===== config.mk =====
export PLATFORM = sky130hd
export DESIGN_NAME = edge_irq_ctrl
export DESIGN_NICKNAME = d
export VERILOG_FILES = /design/src/rtl/eic_pkg.sv /design/src/rtl/eic_input_sync.sv /design/src/rtl/eic_edge_latch.sv /design/src/rtl/eic_irq_pulse.sv /design/src/rtl/eic_regs.sv /design/src/rtl/edge_irq_ctrl.sv
export SDC_FILE = /design/constraint.sdc
export NUM_CORES = 1
export LEC_CHECK = 0
export BUFFER_PORTS_ARGS = -buffer_cell sky130_fd_sc_hd__buf_2
export CORE_UTILIZATION = 40
export DETAILED_ROUTE_END_ITERATION = 6
export PLACE_DENSITY = 0.65
export SLEW_MARGIN = 20
export SYNTH_ARGS = -nofsm -noshare
export SYNTH_HDL_FRONTEND = slang
export SYNTH_SLANG_ARGS = --single-unit

===== constraint.sdc =====
create_clock -name clk -period 1.4 [get_ports clk]
set_input_delay 0 -clock clk [delete_from_list [all_inputs] [get_ports clk]]
set_output_delay 0 -clock clk [all_outputs]
set_load 0.02 [all_outputs]

===== src/rtl/eic_pkg.sv =====
// Package: register offsets shared by the register file, checker and bench.
// Assumes a 4-bit offset space and at most eight channels.
package eic_pkg;
    localparam int OFS_RISE_EN  = 8;
    localparam int OFS_FALL_EN  = 9;
    localparam int OFS_GLOBAL   = 10;
    localparam int OFS_RISE_ST  = 11;
    localparam int OFS_FALL_ST  = 12;
    localparam int OFS_LEVEL    = 13;
endpackage


===== src/rtl/eic_input_sync.sv =====
// Module: two-flop synchronizer per input plus edge detection.
// Does: brings asynchronous levels into the clock domain and flags single-cycle
//       rise/fall pulses by comparing the synchronized level with its prior value.
// Assumes: inputs are stable for at least two clocks between transitions.
module eic_input_sync #(
    parameter int NUM_CH = 8
) (
    input  logic              clk,
    input  logic              rst_n,
    input  logic [NUM_CH-1:0] din_async,
    output logic [NUM_CH-1:0] level,
    output logic [NUM_CH-1:0] rise,
    output logic [NUM_CH-1:0] fall
);
    logic [NUM_CH-1:0] meta_q;
    logic [NUM_CH-1:0] sync_q;
    logic [NUM_CH-1:0] prev_q;

    // Purpose: two-stage capture and one-clock history of every input.
    always_ff @(posedge clk) begin
        if (!rst_n) begin
            meta_q <= '0;
            sync_q <= '0;
            prev_q <= '0;
        end else begin
            meta_q <= din_async;
            sync_q <= meta_q;
            prev_q <= sync_q;
        end
    end

    // Purpose: per-channel edge pulses from current and prior synchronized levels.
    for (genvar i = 0; i < NUM_CH; i++) begin : g_edge
        assign rise[i] =  sync_q[i] & ~prev_q[i];
        assign fall[i] = ~sync_q[i] &  prev_q[i];
    end

    assign level = sync_q;
endmodule


===== src/rtl/eic_edge_latch.sv =====
// Module: the pair of sticky event flags for one channel.
// Does: sets the rising/falling flag on an enabled edge, clears both on request.
// Assumes: a set request on the same clock as a clear takes priority.
module eic_edge_latch (
    input  logic clk,
    input  logic rst_n,
    input  logic rise,
    input  logic fall,
    input  logic rise_en,
    input  logic fall_en,
    input  logic clr,
    output logic qr,
    output logic qf
);
    // Purpose: rising flag, set wins over clear.
    always_ff @(posedge clk) begin
        if (!rst_n)                qr <= 1'b0;
        else if (rise && rise_en)  qr <= 1'b1;
        else if (clr)              qr <= 1'b0;
    end

    // Purpose: falling flag, set wins over clear.
    always_ff @(posedge clk) begin
        if (!rst_n)                qf <= 1'b0;
        else if (fall && fall_en)  qf <= 1'b1;
        else if (clr)              qf <= 1'b0;
    end
endmodule


===== src/rtl/eic_irq_pulse.sv =====
// Module: interrupt output stage with a restartable forced-low window.
// Does: passes the global flag to the pin except during PULSE_CLKS clocks after
//       each trigger; a trigger during the window reloads the counter.
// Assumes: PULSE_CLKS >= 1.
module eic_irq_pulse #(
    parameter int PULSE_CLKS = 5
) (
    input  logic clk,
    input  logic rst_n,
    input  logic trigger,
    input  logic gi,
    output logic irq_out
);
    localparam int CW = $clog2(PULSE_CLKS + 1);

    logic [CW-1:0] cnt_q;

    // Purpose: load on trigger, count down to zero otherwise.
    always_ff @(posedge clk) begin
        if (!rst_n)            cnt_q <= '0;
        else if (trigger)      cnt_q <= CW'(PULSE_CLKS);
        else if (cnt_q != '0)  cnt_q <= cnt_q - 1'b1;
    end

    // Purpose: mask the global flag while the window is open.
    assign irq_out = gi & (cnt_q == '0);
endmodule


===== src/rtl/eic_regs.sv =====
// Module: register file and address decode.
// Does: holds both enable masks, decodes per-channel clear reads and the pulse
//       trigger, and muxes read data combinationally.
// Assumes: one strobe per access; NUM_CH <= DATA_W.
module eic_regs
    import eic_pkg::*;
#(
    parameter int NUM_CH = 8,
    parameter int ADDR_W = 4,
    parameter int DATA_W = 8
) (
    input  logic              clk,
    input  logic              rst_n,
    input  logic [ADDR_W-1:0] bus_addr,
    input  logic              bus_rd,
    input  logic              bus_wr,
    input  logic [DATA_W-1:0] bus_wdata,
    input  logic [NUM_CH-1:0] qr,
    input  logic [NUM_CH-1:0] qf,
    input  logic [NUM_CH-1:0] level,
    input  logic              gi,
    output logic [NUM_CH-1:0] rise_mask,
    output logic [NUM_CH-1:0] fall_mask,
    output logic [NUM_CH-1:0] clr,
    output logic              pulse_trig,
    output logic [DATA_W-1:0] bus_rdata
);
    logic wr_rise;
    logic wr_fall;

    assign wr_rise    = bus_wr && (bus_addr == ADDR_W'(OFS_RISE_EN));
    assign wr_fall    = bus_wr && (bus_addr == ADDR_W'(OFS_FALL_EN));
    assign pulse_trig = bus_wr && (bus_addr == ADDR_W'(OFS_GLOBAL));

    // Purpose: rising enable mask storage.
    always_ff @(posedge clk) begin
        if (!rst_n)        rise_mask <= '0;
        else if (wr_rise)  rise_mask <= bus_wdata[NUM_CH-1:0];
    end

    // Purpose: falling enable mask storage.
    always_ff @(posedge clk) begin
        if (!rst_n)        fall_mask <= '0;
        else if (wr_fall)  fall_mask <= bus_wdata[NUM_CH-1:0];
    end

    // Purpose: one clear strobe per channel from a read of its own offset.
    for (genvar i = 0; i < NUM_CH; i++) begin : g_clr
        assign clr[i] = bus_rd && (bus_addr == ADDR_W'(i));
    end

    // Purpose: read data mux; clear offsets and unused offsets return zero.
    always_comb begin
        bus_rdata = '0;
        case (bus_addr)
            ADDR_W'(OFS_RISE_EN): bus_rdata = DATA_W'(rise_mask);
            ADDR_W'(OFS_FALL_EN): bus_rdata = DATA_W'(fall_mask);
            ADDR_W'(OFS_GLOBAL):  bus_rdata = DATA_W'(gi);
            ADDR_W'(OFS_RISE_ST): bus_rdata = DATA_W'(qr);
            ADDR_W'(OFS_FALL_ST): bus_rdata = DATA_W'(qf);
            ADDR_W'(OFS_LEVEL):   bus_rdata = DATA_W'(level);
            default:              bus_rdata = '0;
        endcase
    end
endmodule


===== src/rtl/edge_irq_ctrl.sv =====
// Module: top of the edge-latched input interrupt controller.
// Does: synchronizes inputs, latches enabled edges per channel, ORs all flags
//       into the global flag and drives the interrupt pin through the pulse stage.
// Assumes: synchronous active-low reset; bus strobes are one clock wide.
module edge_irq_ctrl #(
    parameter int NUM_CH     = 8,
    parameter int ADDR_W     = 4,
    parameter int DATA_W     = 8,
    parameter int PULSE_CLKS = 5
) (
    input  logic              clk,
    input  logic              rst_n,
    input  logic [NUM_CH-1:0] din_async,
    input  logic [ADDR_W-1:0] bus_addr,
    input  logic              bus_rd,
    input  logic              bus_wr,
    input  logic [DATA_W-1:0] bus_wdata,
    output logic [DATA_W-1:0] bus_rdata,
    output logic              irq_out
);
    logic [NUM_CH-1:0] level;
    logic [NUM_CH-1:0] rise;
    logic [NUM_CH-1:0] fall;
    logic [NUM_CH-1:0] qr_flags;
    logic [NUM_CH-1:0] qf_flags;
    logic [NUM_CH-1:0] rise_mask;
    logic [NUM_CH-1:0] fall_mask;
    logic [NUM_CH-1:0] clr;
    logic              pulse_trig;
    logic              global_flag;

    eic_input_sync #(.NUM_CH(NUM_CH)) u_sync (
        .clk(clk), .rst_n(rst_n), .din_async(din_async),
        .level(level), .rise(rise), .fall(fall)
    );

    // Purpose: one latch pair per channel.
    for (genvar i = 0; i < NUM_CH; i++) begin : g_ch
        eic_edge_latch u_latch (
            .clk(clk), .rst_n(rst_n),
            .rise(rise[i]), .fall(fall[i]),
            .rise_en(rise_mask[i]), .fall_en(fall_mask[i]),
            .clr(clr[i]), .qr(qr_flags[i]), .qf(qf_flags[i])
        );
    end

    // Purpose: global flag is high while any flag is pending.
    assign global_flag = (|qr_flags) | (|qf_flags);

    eic_regs #(.NUM_CH(NUM_CH), .ADDR_W(ADDR_W), .DATA_W(DATA_W)) u_regs (
        .clk(clk), .rst_n(rst_n),
        .bus_addr(bus_addr), .bus_rd(bus_rd), .bus_wr(bus_wr), .bus_wdata(bus_wdata),
        .qr(qr_flags), .qf(qf_flags), .level(level), .gi(global_flag),
        .rise_mask(rise_mask), .fall_mask(fall_mask), .clr(clr),
        .pulse_trig(pulse_trig), .bus_rdata(bus_rdata)
    );

    eic_irq_pulse #(.PULSE_CLKS(PULSE_CLKS)) u_pulse (
        .clk(clk), .rst_n(rst_n), .trigger(pulse_trig),
        .gi(global_flag), .irq_out(irq_out)
    );
endmodule


## After elaboration in Yosys (flattened, before gate mapping)

Cells that the tools add are included.
W data, S select, Z words.

- $add $sub $neg: 1
- Equal/unequal tests: 13
- Muxes and demuxes: 27
- Bitwise operators: 35
- Reduce and logical (&&, ||, !) cells: 50

Operators with widths:

| kind | number |
|---|---|
| $pmux W8 S6 | 1 |
| $reduce_bool A2 Y1 | 17 |
| $logic_and A1 B1 Y1 | 27 |
| $eq A4 B4 Y1 const B | 6 |
| $mux W1 | 24 |
| $and A1 B1 Y1 | 17 |
| $not A1 Y1 | 17 |
| $eq A4 B3 Y1 const B | 4 |
| $reduce_or A8 Y1 | 2 |
| $eq A4 B2 Y1 const B | 2 |
| $mux W3 | 2 |
| $eq A4 B1 Y1 const B | 1 |
| $logic_not A4 Y1 | 1 |
| $logic_not A3 Y1 | 1 |
| $reduce_bool A3 Y1 | 1 |
| $sub A3 B1 Y3 const B | 1 |
| $reduce_or A2 Y1 | 1 |
| $or A1 B1 Y1 | 1 |

- Register bits: 59
- Input bits: 24

## Depth between registers and ports, before layout

Gate-level depths: netlist of the first run.

- Word-level depth: 4
- Mapped depth: 5

## By module

From an unflattened synthesis of the first run, not the netlist that was laid out.

- Cells, all modules: 280
- Area, all modules: 2707.6 µm²

By module, submodules not included:

| module | instances | cells each | area an instance (µm²) | seq. area each (µm²) |
|---|---|---|---|---|
| eic_regs | 1 | 126 | 1073.5 | 320.3 |
| eic_input_sync | 1 | 66 | 764.5 | 480.5 |
| eic_edge_latch | 8 | 8 | 82.6 | 40.0 |
| eic_irq_pulse | 1 | 19 | 177.7 | 60.1 |
| edge_irq_ctrl | 1 | 5 | 31.3 | 0.0 |

## Least setup slack after synthesis of the first run

OpenSTA, ideal clock, no wires.

- Kind: register to output
- From: reg g_ch[4].u_latch.qr
- To: out bus_rdata[0]
- Arrival time: 1184 ps
- Path slack: 216 ps
- Stages on the path, launching flop included: 4
- Path buffers: 0
- Path through: dfxtp_1 nor4_1 and4_1 o311ai_1

- Word-level cells in the longest chain between the ends: 3

RTL lines:

| what | RTL line | RTL |
|---|---|---|
| start: declaration | eic_edge_latch.sv:12 | `output logic qr,` |
| start signal: assignment | eic_edge_latch.sv:17 | `if (!rst_n) qr <= 1'b0;` |
| start signal: assignment | eic_edge_latch.sv:18 | `else if (rise && rise_en) qr <= 1'b1;` |
| start signal: assignment | eic_edge_latch.sv:19 | `else if (clr) qr <= 1'b0;` |
| $reduce_or A8 Y1 | edge_irq_ctrl.sv:48 | `assign global_flag = (\|qr_flags) \| (\|qf_flags);` |
| $or A1 B1 Y1 | edge_irq_ctrl.sv:48 |  |
| $pmux W8 S6 | eic_regs.sv:55 | `case (bus_addr)` |
| end: declaration | edge_irq_ctrl.sv:18 | `output logic [DATA_W-1:0] bus_rdata,` |

No other way between the ends.

## Worst setup path in the final report of the first run

- From: reg g_ch[0].u_latch.qf
- To: out bus_rdata[0]

- Word-level cells in the longest chain between the ends: 3

RTL lines:

| what | RTL line | RTL |
|---|---|---|
| start: declaration | eic_edge_latch.sv:13 | `output logic qf` |
| start signal: assignment | eic_edge_latch.sv:24 | `if (!rst_n) qf <= 1'b0;` |
| start signal: assignment | eic_edge_latch.sv:25 | `else if (fall && fall_en) qf <= 1'b1;` |
| start signal: assignment | eic_edge_latch.sv:26 | `else if (clr) qf <= 1'b0;` |
| $reduce_or A8 Y1 | edge_irq_ctrl.sv:48 |  |
| $or A1 B1 Y1 | edge_irq_ctrl.sv:48 |  |
| $pmux W8 S6 (*) | eic_regs.sv:55 |  |

Mark *: on every way between the ends. The rest lies on a longest branch, timed or not.

==> results_dict.tcl, run 1 <==
set metrics [dict create \
    status "complete, but fails checks" \
    violations "negative setup slack" \
    path_cells "nor4_4 -> and4_4 -> o311ai_4 -> buf_6" \
    tightest_slew_ns 0.427 \
    cp.required_ns 1.40 \
    synth_top_family_by_area "simple AND/OR/NAND/NOR gates" \
    gp_congestion 0.773 \
    grt_max_degree 32 \
    drt_pass1_iterations 4 \
    p_leak_uw 0.00126 \
    post-route-cell-area_sq_um 3150 \
    synthAdderAreaFrac 0.0101 \
    cp.arrival_ns 1.52 \
    drt-total-wl_microns 6080 \
    fmaxAchievable_ghz 0.656 \
    p_seq_frac 0.478 \
    crit_path_max_fanout 3 \
    synth_top_cell_by_area "dfxtp_1" \
    grt_pass1_vias 1941 \
    dp_hpwl_microns 3840 \
    yosysWarnings 0 \
    p_sw_uw 903 \
    synthMuxAreaShare 0.0171 \
    ys_dominant_reg_cell "dfxtp_1" \
    finish.utilization 0.529 \
    synth_most_common_cell "dfxtp_1" \
    synth.area.top_cells "dfxtp_1 (48%), and2_1 (6.0%), a21oi_1 (5.4%), nand3b_1 (5.1%), o21ai_0 (4.8%)" \
    diodes 0 \
    ant_nets 0 \
    core-area_sq_um 5960 \
    worst-setup-path-type "flip-flop to primary output" \
    synth_seq_cells 59 \
    pin_count 33 \
    p_int_uw 2830 \
    port_buffers 32 \
    drive_above_1_share 0.223 \
    cts-root-buf "clkbuf_8" \
    clock_skew_ns 0.00593 \
    setup_viol 2 \
    synthXorXnorAreaFrac 0.00353 \
    synth_cells 264 \
    routed_via_density 5.39 \
    ys_seq_area_frac 0.476 \
    cpPeakStageDelay_ns 0.36 \
    cts_tree "done" \
    drt-initial-drc-count 149 \
    rows 28 \
    syn_area_per_cell_sq_um 9.41 \
    post_dp_cell_area_sq_um 2700 \
    overflow 0 \
    via_count 2123 \
    stdcell_count 394 \
    synth_edf_count 0 \
    setup_ws_ns -0.124 \
    slew_viol_final 0 \
    dieArea_sq_um 6530 \
    numPlacedInstances 360 \
    antenna_found_initial 0 \
    clk_latency_ns 0.34 \
    min_period_ns 1.52 \
    cpMaxStageDelayCell "dfxtp_4" \
    final-hold-violation-count 0 \
    grt_pass1_wl_microns 9400 \
    startpoint_type "flip-flop" \
    clkPwrFrac 0.403 \
    drc 0 \
    synth_area_sq_um 2480 \
    synthToLayoutAreaGrowth_pct 26.8 \
    yosysTopAreaCellShare 0.476 \
    hold_path.class "primary input to flip-flop" \
    clock_path_buffers 2 \
    fin_nets 340 \
    swShare 0.242 \
    relSlewSlack 0.715 \
    combPwrFrac 0.119 \
    reg2reg_from "u_pulse.cnt_q[1]" \
    synth_commonest_cells "dfxtp_1 (59), a21oi_1 (27), and2_1 (24), o21ai_0 (24), nand3b_1 (17)" \
    synth.distinct_cells 37 \
    async_flop_share 0 \
    power_density_nw_per_um2 1180 \
    die_w_microns 80.8 \
    post-route-period-util 1.09 \
    synth_compound_area_frac 0.204 \
    cts_max_level 3 \
    syn_nets 290 \
    start_util 0.417 \
    cp-end-kind "primary output" \
    synth-simple-area-share 0.244 \
    min_from "bus_addr[1]" \
    grt_use_total 0.198 \
    cts-buffers-inserted 9 \
    drv_cap 0 \
    startpoint "g_ch[0].u_latch.qf" \
    grt_setup_unrepaired "true" \
    ir_worst_vdd_mv 0.648 \
    routedWlPerCell_microns 15.4 \
    die_y_microns 80.8 \
    path_clk_slew_ns 0.07 \
    clkSinkCount 59 \
]
flip-flops by register name, indices dropped and copies added, names as in the netlist:
register,flops
u_regs.fall_mask,8
u_sync.meta_q,8
u_regs.rise_mask,8
g_ch.u_latch.qf,8
u_sync.prev_q,8
u_pulse.cnt_q,3
g_ch.u_latch.qr,8
u_sync.level,8
cells in the final DEF, fill, tap and decap left out, types with 2 or more instances in the layout:
| cell | n |
|---|---|
| clkbuf_8 | 10 |
| dfxtp_2 | 2 |
| o21ai_0 | 24 |
| a22oi_1 | 14 |
| dlygate4sd3_1 | 17 |
| mux2i_1 | 2 |
| buf_4 | 5 |
| clkinv_2 | 3 |
| nor4_2 | 3 |
| nor2b_1 | 2 |
| nand2_1 | 7 |
| dfxtp_1 | 56 |
| nor2_1 | 2 |
| and3_1 | 8 |
| a21oi_1 | 27 |
| a21boi_0 | 7 |
| nand2b_1 | 2 |
| nand3_1 | 15 |
| mux2_2 | 2 |
| nand3b_1 | 17 |
| and2_1 | 24 |
| ha_1 | 2 |
| buf_2 | 31 |
| inv_1 | 5 |
| and4b_1 | 2 |
| o21a_1 | 7 |
worst paths after layout:
path | end | slack (ns) | cells past startpoint
setup / recovery | bus_rdata[0] | -0.12 | 4
hold / removal | u_pulse.cnt_q[0] | 0.12 | 3
setup reg to reg | u_pulse.cnt_q[1] | 0.21 | 5
hold reg to reg | u_sync.level[3] | 0.43 | 1
stage by stage:
| stage | power, uW | setup TNS (ns) | hold WS, ns | setup WS, ns |
|---|---|---|---|---|
| final | 3730 | -0.196 | 0.115 | -0.124 |
| after global placement | 2200 | 0 | 0.204 | 0.161 |
| after global routing | 3910 | -0.409 | 0.153 | -0.231 |
| after detailed placement | 2210 | 0 | 0.210 | 0.140 |
| after CTS | 3760 | -0.189 | 0.108 | -0.137 |
| after floorplan | 2100 | 0 | 0.127 | 0.216 |
critical path: cells and delay by family, from the launching register on:
family	cells	cell delay, ns
AO/OA/AOI/OAI	1	0.10
flip-flops	1	0.36
AND/OR/NAND/NOR	2	0.58
buffers and inverters	1	0.15
what timing repair did:
action                                  4_1_cts  5_1_grt
resized for setup                             6       11
hold endpoints to repair                     17        0
setup buffers                                 1        0
endpoints found under the setup margin        2        3
hold buffers                                 17        0
pin swaps                                     4        3
cells by family (layout without fill, tap and decap cells):
kind of cell / count (synthesis) / in the layout
buf+inv: 22 / 77
fa+ha+maj: 2 / 2
xor+xnor: 1 / 1
mux: 4 / 4
simple gates: 92 / 92
flops: 59 / 59
compound gates: 84 / 84
area by class of cell:
class | count | area [sq um]
fill | 571 | 2810
tap | 75 | 93.8
inverter | 6 | 22.5
multi-input combinational | 183 | 1260
sequential | 59 | 1190
clock buffer | 11 | 141
timing repair buffer | 55 | 394
clock inverter | 5 | 52.6
power by group through the flow:
stage,logic [uW],clock network [uW],registers (uW)
after global placement,382,0,1820
after CTS,437,1540,1780
final,445,1500,1780
after detailed placement,393,0,1820
after global routing,489,1630,1790
after floorplan,289,0,1810
per-layer routing:
layer / global-route usage / share of wire / vias up
li1: - / - / 1055
met1: 0.268 / 0.49 / 1006
met2: 0.293 / 0.44 / 51
met3: 0.0438 / 0.046 / 11
met4: 0.102 / 0.021 / 0
met5: 0 / 0 / -
Power figures use the tool's default switching activity.
==> run 2: changes to the inputs <==
- CTS_CLUSTER_SIZE: default -> 16
- PLACE_DENSITY: 0.65 -> default
- PLACE_DENSITY_LB_ADDON: default -> 0.25
==> run 2 against run 1 <==
  * Largest cell class unchanged
  * Register-to-register slack improved by 0.03 ns
  * Critical path type unchanged
  * Global-route usage rose by 0.36 points
  * Fmax is 2.7% higher
  * Count of clock-buffer cells in the layout increased by 3
  * Total power is 3.4% lower
  * Clock skew is 0.00099 ns higher
  * Sequential share of layout area rose by 0.20 points
  * Final area is 0.64% lower
  * The run still ends with negative setup slack left
==> results_dict.tcl, run 2 (synthesis results as in run 1) <==
set metrics [dict create \
    pin_count 33 \
    violations "negative setup slack" \
    post-route-period-util 1.06 \
    cp.arrival_ns 1.48 \
    post_dp_cell_area_sq_um 2680 \
    setup_ws_ns -0.0843 \
    pre_cts_ws_ns 0.130 \
    worstHoldEndpoint "u_pulse.cnt_q[0]" \
    drv_cap 0 \
    grt_use_total 0.201 \
    tightest_slew_ns 0.420 \
    gp_congestion 0.764 \
    p_leak_uw 0.00126 \
    clkSinkCount 59 \
    cts-buffers-inserted 9 \
    stdcell_count 395 \
    setup_viol 2 \
    drt_pass1_iterations 4 \
    die_y_microns 80.8 \
    rows 28 \
    relSlewSlack 0.720 \
    diodes 0 \
    final_cell_mix "dfxtp_1 (55), buf_2 (30), a21oi_1 (27)" \
    reg2reg_from "u_pulse.cnt_q[0]" \
    grt_pass1_vias 1982 \
    hold_path.class "primary input to flip-flop" \
    ir_worst_vdd_mv 0.649 \
    min_from "bus_addr[1]" \
    post-route-cell-area_sq_um 3130 \
    startpoint_type "flip-flop" \
    reg2reg_to "u_pulse.cnt_q[1]" \
    antenna_found_initial 0 \
    routed_via_density 5.42 \
    ant_nets 0 \
    reg2reg_slack_ns 0.24 \
    fin_nets 341 \
    clock_skew_ns 0.00693 \
    r2r_cells 5 \
    finish.utilization 0.525 \
    via_count 2140 \
    clock_path_buffers 2 \
    cp.required_ns 1.40 \
    slew_viol_final 0 \
    path_clk_slew_ns 0.06 \
    core-area_sq_um 5960 \
    whs_ns 0.119 \
    fmaxAchievable_ghz 0.674 \
    numPlacedInstances 360 \
    drt-initial-drc-count 151 \
    min_period_ns 1.48 \
    die_w_microns 80.8 \
    synthToLayoutAreaGrowth_pct 26.0 \
    grt_setup_unrepaired "true" \
    cp-end-kind "primary output" \
    drt-total-wl_microns 5990 \
    start_util 0.417 \
    crit_path_max_fanout 2 \
    cts_max_level 3 \
    overflow 0 \
    drive_above_1_share 0.222 \
    dieArea_sq_um 6530 \
    worst-setup-path-type "flip-flop to primary output" \
    final_common_cell "dfxtp_1" \
    grt_pass1_wl_microns 9590 \
    dp_hpwl_microns 3760 \
    routedWlPerCell_microns 15.2 \
    grt_max_degree 33 \
    port_buffers 32 \
    hold_path_depth 3 \
    final-hold-violation-count 0 \
    drc 0 \
    cts_tree "done" \
    power_density_nw_per_um2 1150 \
    status "complete, but fails checks" \
    clk_latency_ns 0.34 \
    cts-root-buf "clkbuf_8" \
    fill_cells 591 \
]
## run 2: cell types whose count changed in the layout (fill, tap and decap cells not counted), sizes merged
cell / delta
bufinv: -1
clkinvlp: -1
clkbuf: +3
buf: +2
dlygate4sd3: -1
clkinv: -1
## run 2: timing repair
item / 4_1_cts / 5_1_grt
endpoints found under the setup margin: 2 / 3
pin swaps: 5 / 1
buffers inserted: 2 / 1
hold endpoints to repair: 17 / 0
gates resized for setup: 16 / 3
hold buffers: 16 / 0
## run 2: how the worst max path moves through the flow
stage,slack (ns),endpoint,cells after the start,start
floorplan,0.22,bus_rdata[0],3,g_ch[4].u_latch.qr
global placement,0.16,bus_rdata[0],4,g_ch[6].u_latch.qf
detailed placement,0.13,u_pulse.cnt_q[1],5,u_pulse.cnt_q[0]
CTS,-0.1,bus_rdata[0],4,g_ch[4].u_latch.qf
global route,-0.12,bus_rdata[0],4,g_ch[4].u_latch.qf
finish,-0.08,bus_rdata[0],4,g_ch[4].u_latch.qf
## run 2: stage by stage
step                      total power (uW)  TNS (ns)
after CTS                             3620    -0.153
after global placement                2200         0
after global routing                  3770    -0.215
after floorplan                       2100         0
final                                 3600    -0.126
after detailed placement              2220         0
## run 2: metal layers
layer | track usage | wire length [microns] | vias to the layer above
met2 | 0.307 | 2650 | 54
met5 | 0 | 0 | -
met3 | 0.0348 | 304 | 9
li1 | - | - | 1059
met4 | 0.107 | 131 | 0
met1 | 0.271 | 2900 | 1018
## run 2: where the power goes
| part | total [uW] | switching (uW) | internal (uW) |
|---|---|---|---|
| Sequential | 1790 | 39.2 | 1750 |
| Combinational | 457 | 223 | 234 |
| Clock | 1360 | 624 | 735 |
## run 2: worst max-delay path: stages, from the launching register on
cell,delay [ns]
dfxtp_2,0.34
nor4_4,0.28
and4_4,0.29
o311ai_4,0.09
buf_6,0.15
## run 2: area by class of cell
class | count | area [sq um] | share of cell area
inverter | 6 | 22.5 | 0.00720
clock inverter | 2 | 10.0 | 0.00320
timing repair buffer | 56 | 389 | 0.124
sequential | 59 | 1190 | 0.379
multi-input combinational | 183 | 1260 | 0.404
clock buffer | 14 | 163 | 0.0520
tap | 75 | 93.8 | 0.0300
==> run 3: changes to the inputs <==
- MAX_ROUTING_LAYER: default -> met4
==> run 3 against run 2 <==
  * The run still ends with negative setup slack left
  * Critical path depth unchanged
  * Via count grew 0.28%
  * Cell count unchanged
==> results_dict.tcl, run 3 (synthesis results as in run 1) <==
set metrics [dict create \
    crit_cells 4 \
    dieArea_sq_um 6530 \
    start_util 0.417 \
    stdcell_count 395 \
    cp.arrival_ns 1.48 \
    synthToLayoutAreaGrowth_pct 26.0 \
    drv_cap 0 \
    critPathBufInv 1 \
    cpMaxStageDelayCell "dfxtp_2" \
    crit_path_max_fanout 2 \
    post_dp_cell_area_sq_um 2680 \
    cts_max_level 3 \
    hold_path.class "primary input to flip-flop" \
    cp.required_ns 1.40 \
    grt_max_degree 33 \
    clock_path_buffers 2 \
    via_count 2146 \
    tightest_slew_ns 0.445 \
    power_density_nw_per_um2 1150 \
    whs_ns 0.108 \
    die_y_microns 80.8 \
    status "complete, but fails checks" \
    pin_count 33 \
    final_common_cell "dfxtp_1" \
    routed_via_density 5.43 \
    setup_viol 2 \
    dp_hpwl_microns 3760 \
    core-area_sq_um 5960 \
    grt_setup_unrepaired "true" \
    clkSinkCount 59 \
    setup_ws_ns -0.0798 \
    cp_top_family "simple AND/OR/NAND/NOR gates" \
    drt-initial-drc-count 152 \
    cpPeakStageDelay_ns 0.34 \
    p_leak_uw 0.00126 \
    gp_congestion 0.774 \
    overflow 0 \
    drc 0 \
    finish.utilization 0.525 \
    fill_cells 591 \
    slew_viol_final 0 \
    ant_nets 0 \
    post-route-period-util 1.06 \
    startpoint_type "flip-flop" \
    violations "negative setup slack" \
    grt_use_total 0.207 \
    clock_skew_ns 0.00583 \
    drt-total-wl_microns 5980 \
    min_period_ns 1.48 \
    fin_nets 341 \
    r2r_cells 5 \
    relSlewSlack 0.703 \
    cts-root-buf "clkbuf_8" \
    cts_tree "done" \
    drt_pass1_iterations 5 \
    rows 28 \
    die_w_microns 80.8 \
    port_buffers 32 \
    fmaxAchievable_ghz 0.676 \
    clk_latency_ns 0.34 \
    cts-buffers-inserted 9 \
    worst-setup-path-type "flip-flop to primary output" \
    diodes 0 \
    drive_above_1_share 0.222 \
    ir_worst_vdd_mv 0.649 \
    cp-end-kind "primary output" \
    grt_pass1_wl_microns 9590 \
    grt_pass1_vias 1983 \
    post-route-cell-area_sq_um 3130 \
    hold_path_depth 3 \
    numPlacedInstances 360 \
    final-hold-violation-count 0 \
    routedWlPerCell_microns 15.1 \
    path_cells "nor4_4 -> and4_4 -> o311ai_4 -> buf_6" \
    path_clk_slew_ns 0.06 \
    antenna_found_initial 0 \
    pre_cts_ws_ns 0.130 \
    final_cell_mix "dfxtp_1 (55), buf_2 (30), a21oi_1 (27)" \
]
-- run 3: cell counts in the layout (fill, tap and decap cells not counted) --
Identical to the previous run, type by type.
-- run 3: path summary, 6_finish.rpt --
check        slack, ns                from             endpoint
max              -0.08  g_ch[4].u_latch.qf         bus_rdata[0]
min               0.11              bus_wr  u_regs.fall_mask[4]
max reg2reg       0.24    u_pulse.cnt_q[0]     u_pulse.cnt_q[1]
min reg2reg       0.43    u_sync.meta_q[1]      u_sync.level[1]
-- run 3: cell type report --
type,instances,area [sq um],share of cell area
Clock buffer,14,163,0.0520
Clock inverter,2,10.0,0.00320
Inverter,6,22.5,0.00720
Multi-Input combinational cell,183,1260,0.404
Sequential cell,59,1190,0.379
Tap cell,75,93.8,0.0300
Timing Repair Buffer,56,389,0.124
-- run 3: worst register-to-register path, cell delays in order, from the launching register on --
cell	delay (ns)
dfxtp_1	0.30
inv_1	0.10
ha_1	0.18
nor2b_4	0.18
mux2i_1	0.19
and3_1	0.16
-- run 3: timing repair --
item / in CTS / in global routing
hold buffers: 16 / 0
setup endpoints to repair: 2 / 3
pin swaps: 5 / 1
gates resized for setup: 16 / 3
hold endpoints to repair: 17 / 0
buffers inserted: 2 / 1
-- run 3: power breakdown --
| part | internal [uW] | leakage (uW) | switching [uW] |
|---|---|---|---|
| Clock | 735 | 0.0000905 | 628 |
| Sequential | 1750 | 0.000482 | 39.3 |
| Combinational | 234 | 0.000689 | 222 |
| Total | 2720 | 0.00126 | 889 |
-- run 3: metrics by stage --
stage | setup TNS (ns) | power, uW
after floorplan | 0 | 2100
after global placement | 0 | 2200
after detailed placement | 0 | 2220
after CTS | -0.153 | 3620
after global routing | -0.215 | 3770
final | -0.117 | 3610
-- run 3: metal layers --
metal,vias to the layer above,GRT usage,wire (microns)
li1,1059,-,-
met1,1022,0.271,2880
met2,56,0.307,2710
met3,9,0.0348,281
met4,0,0.107,111
met5,-,-,0
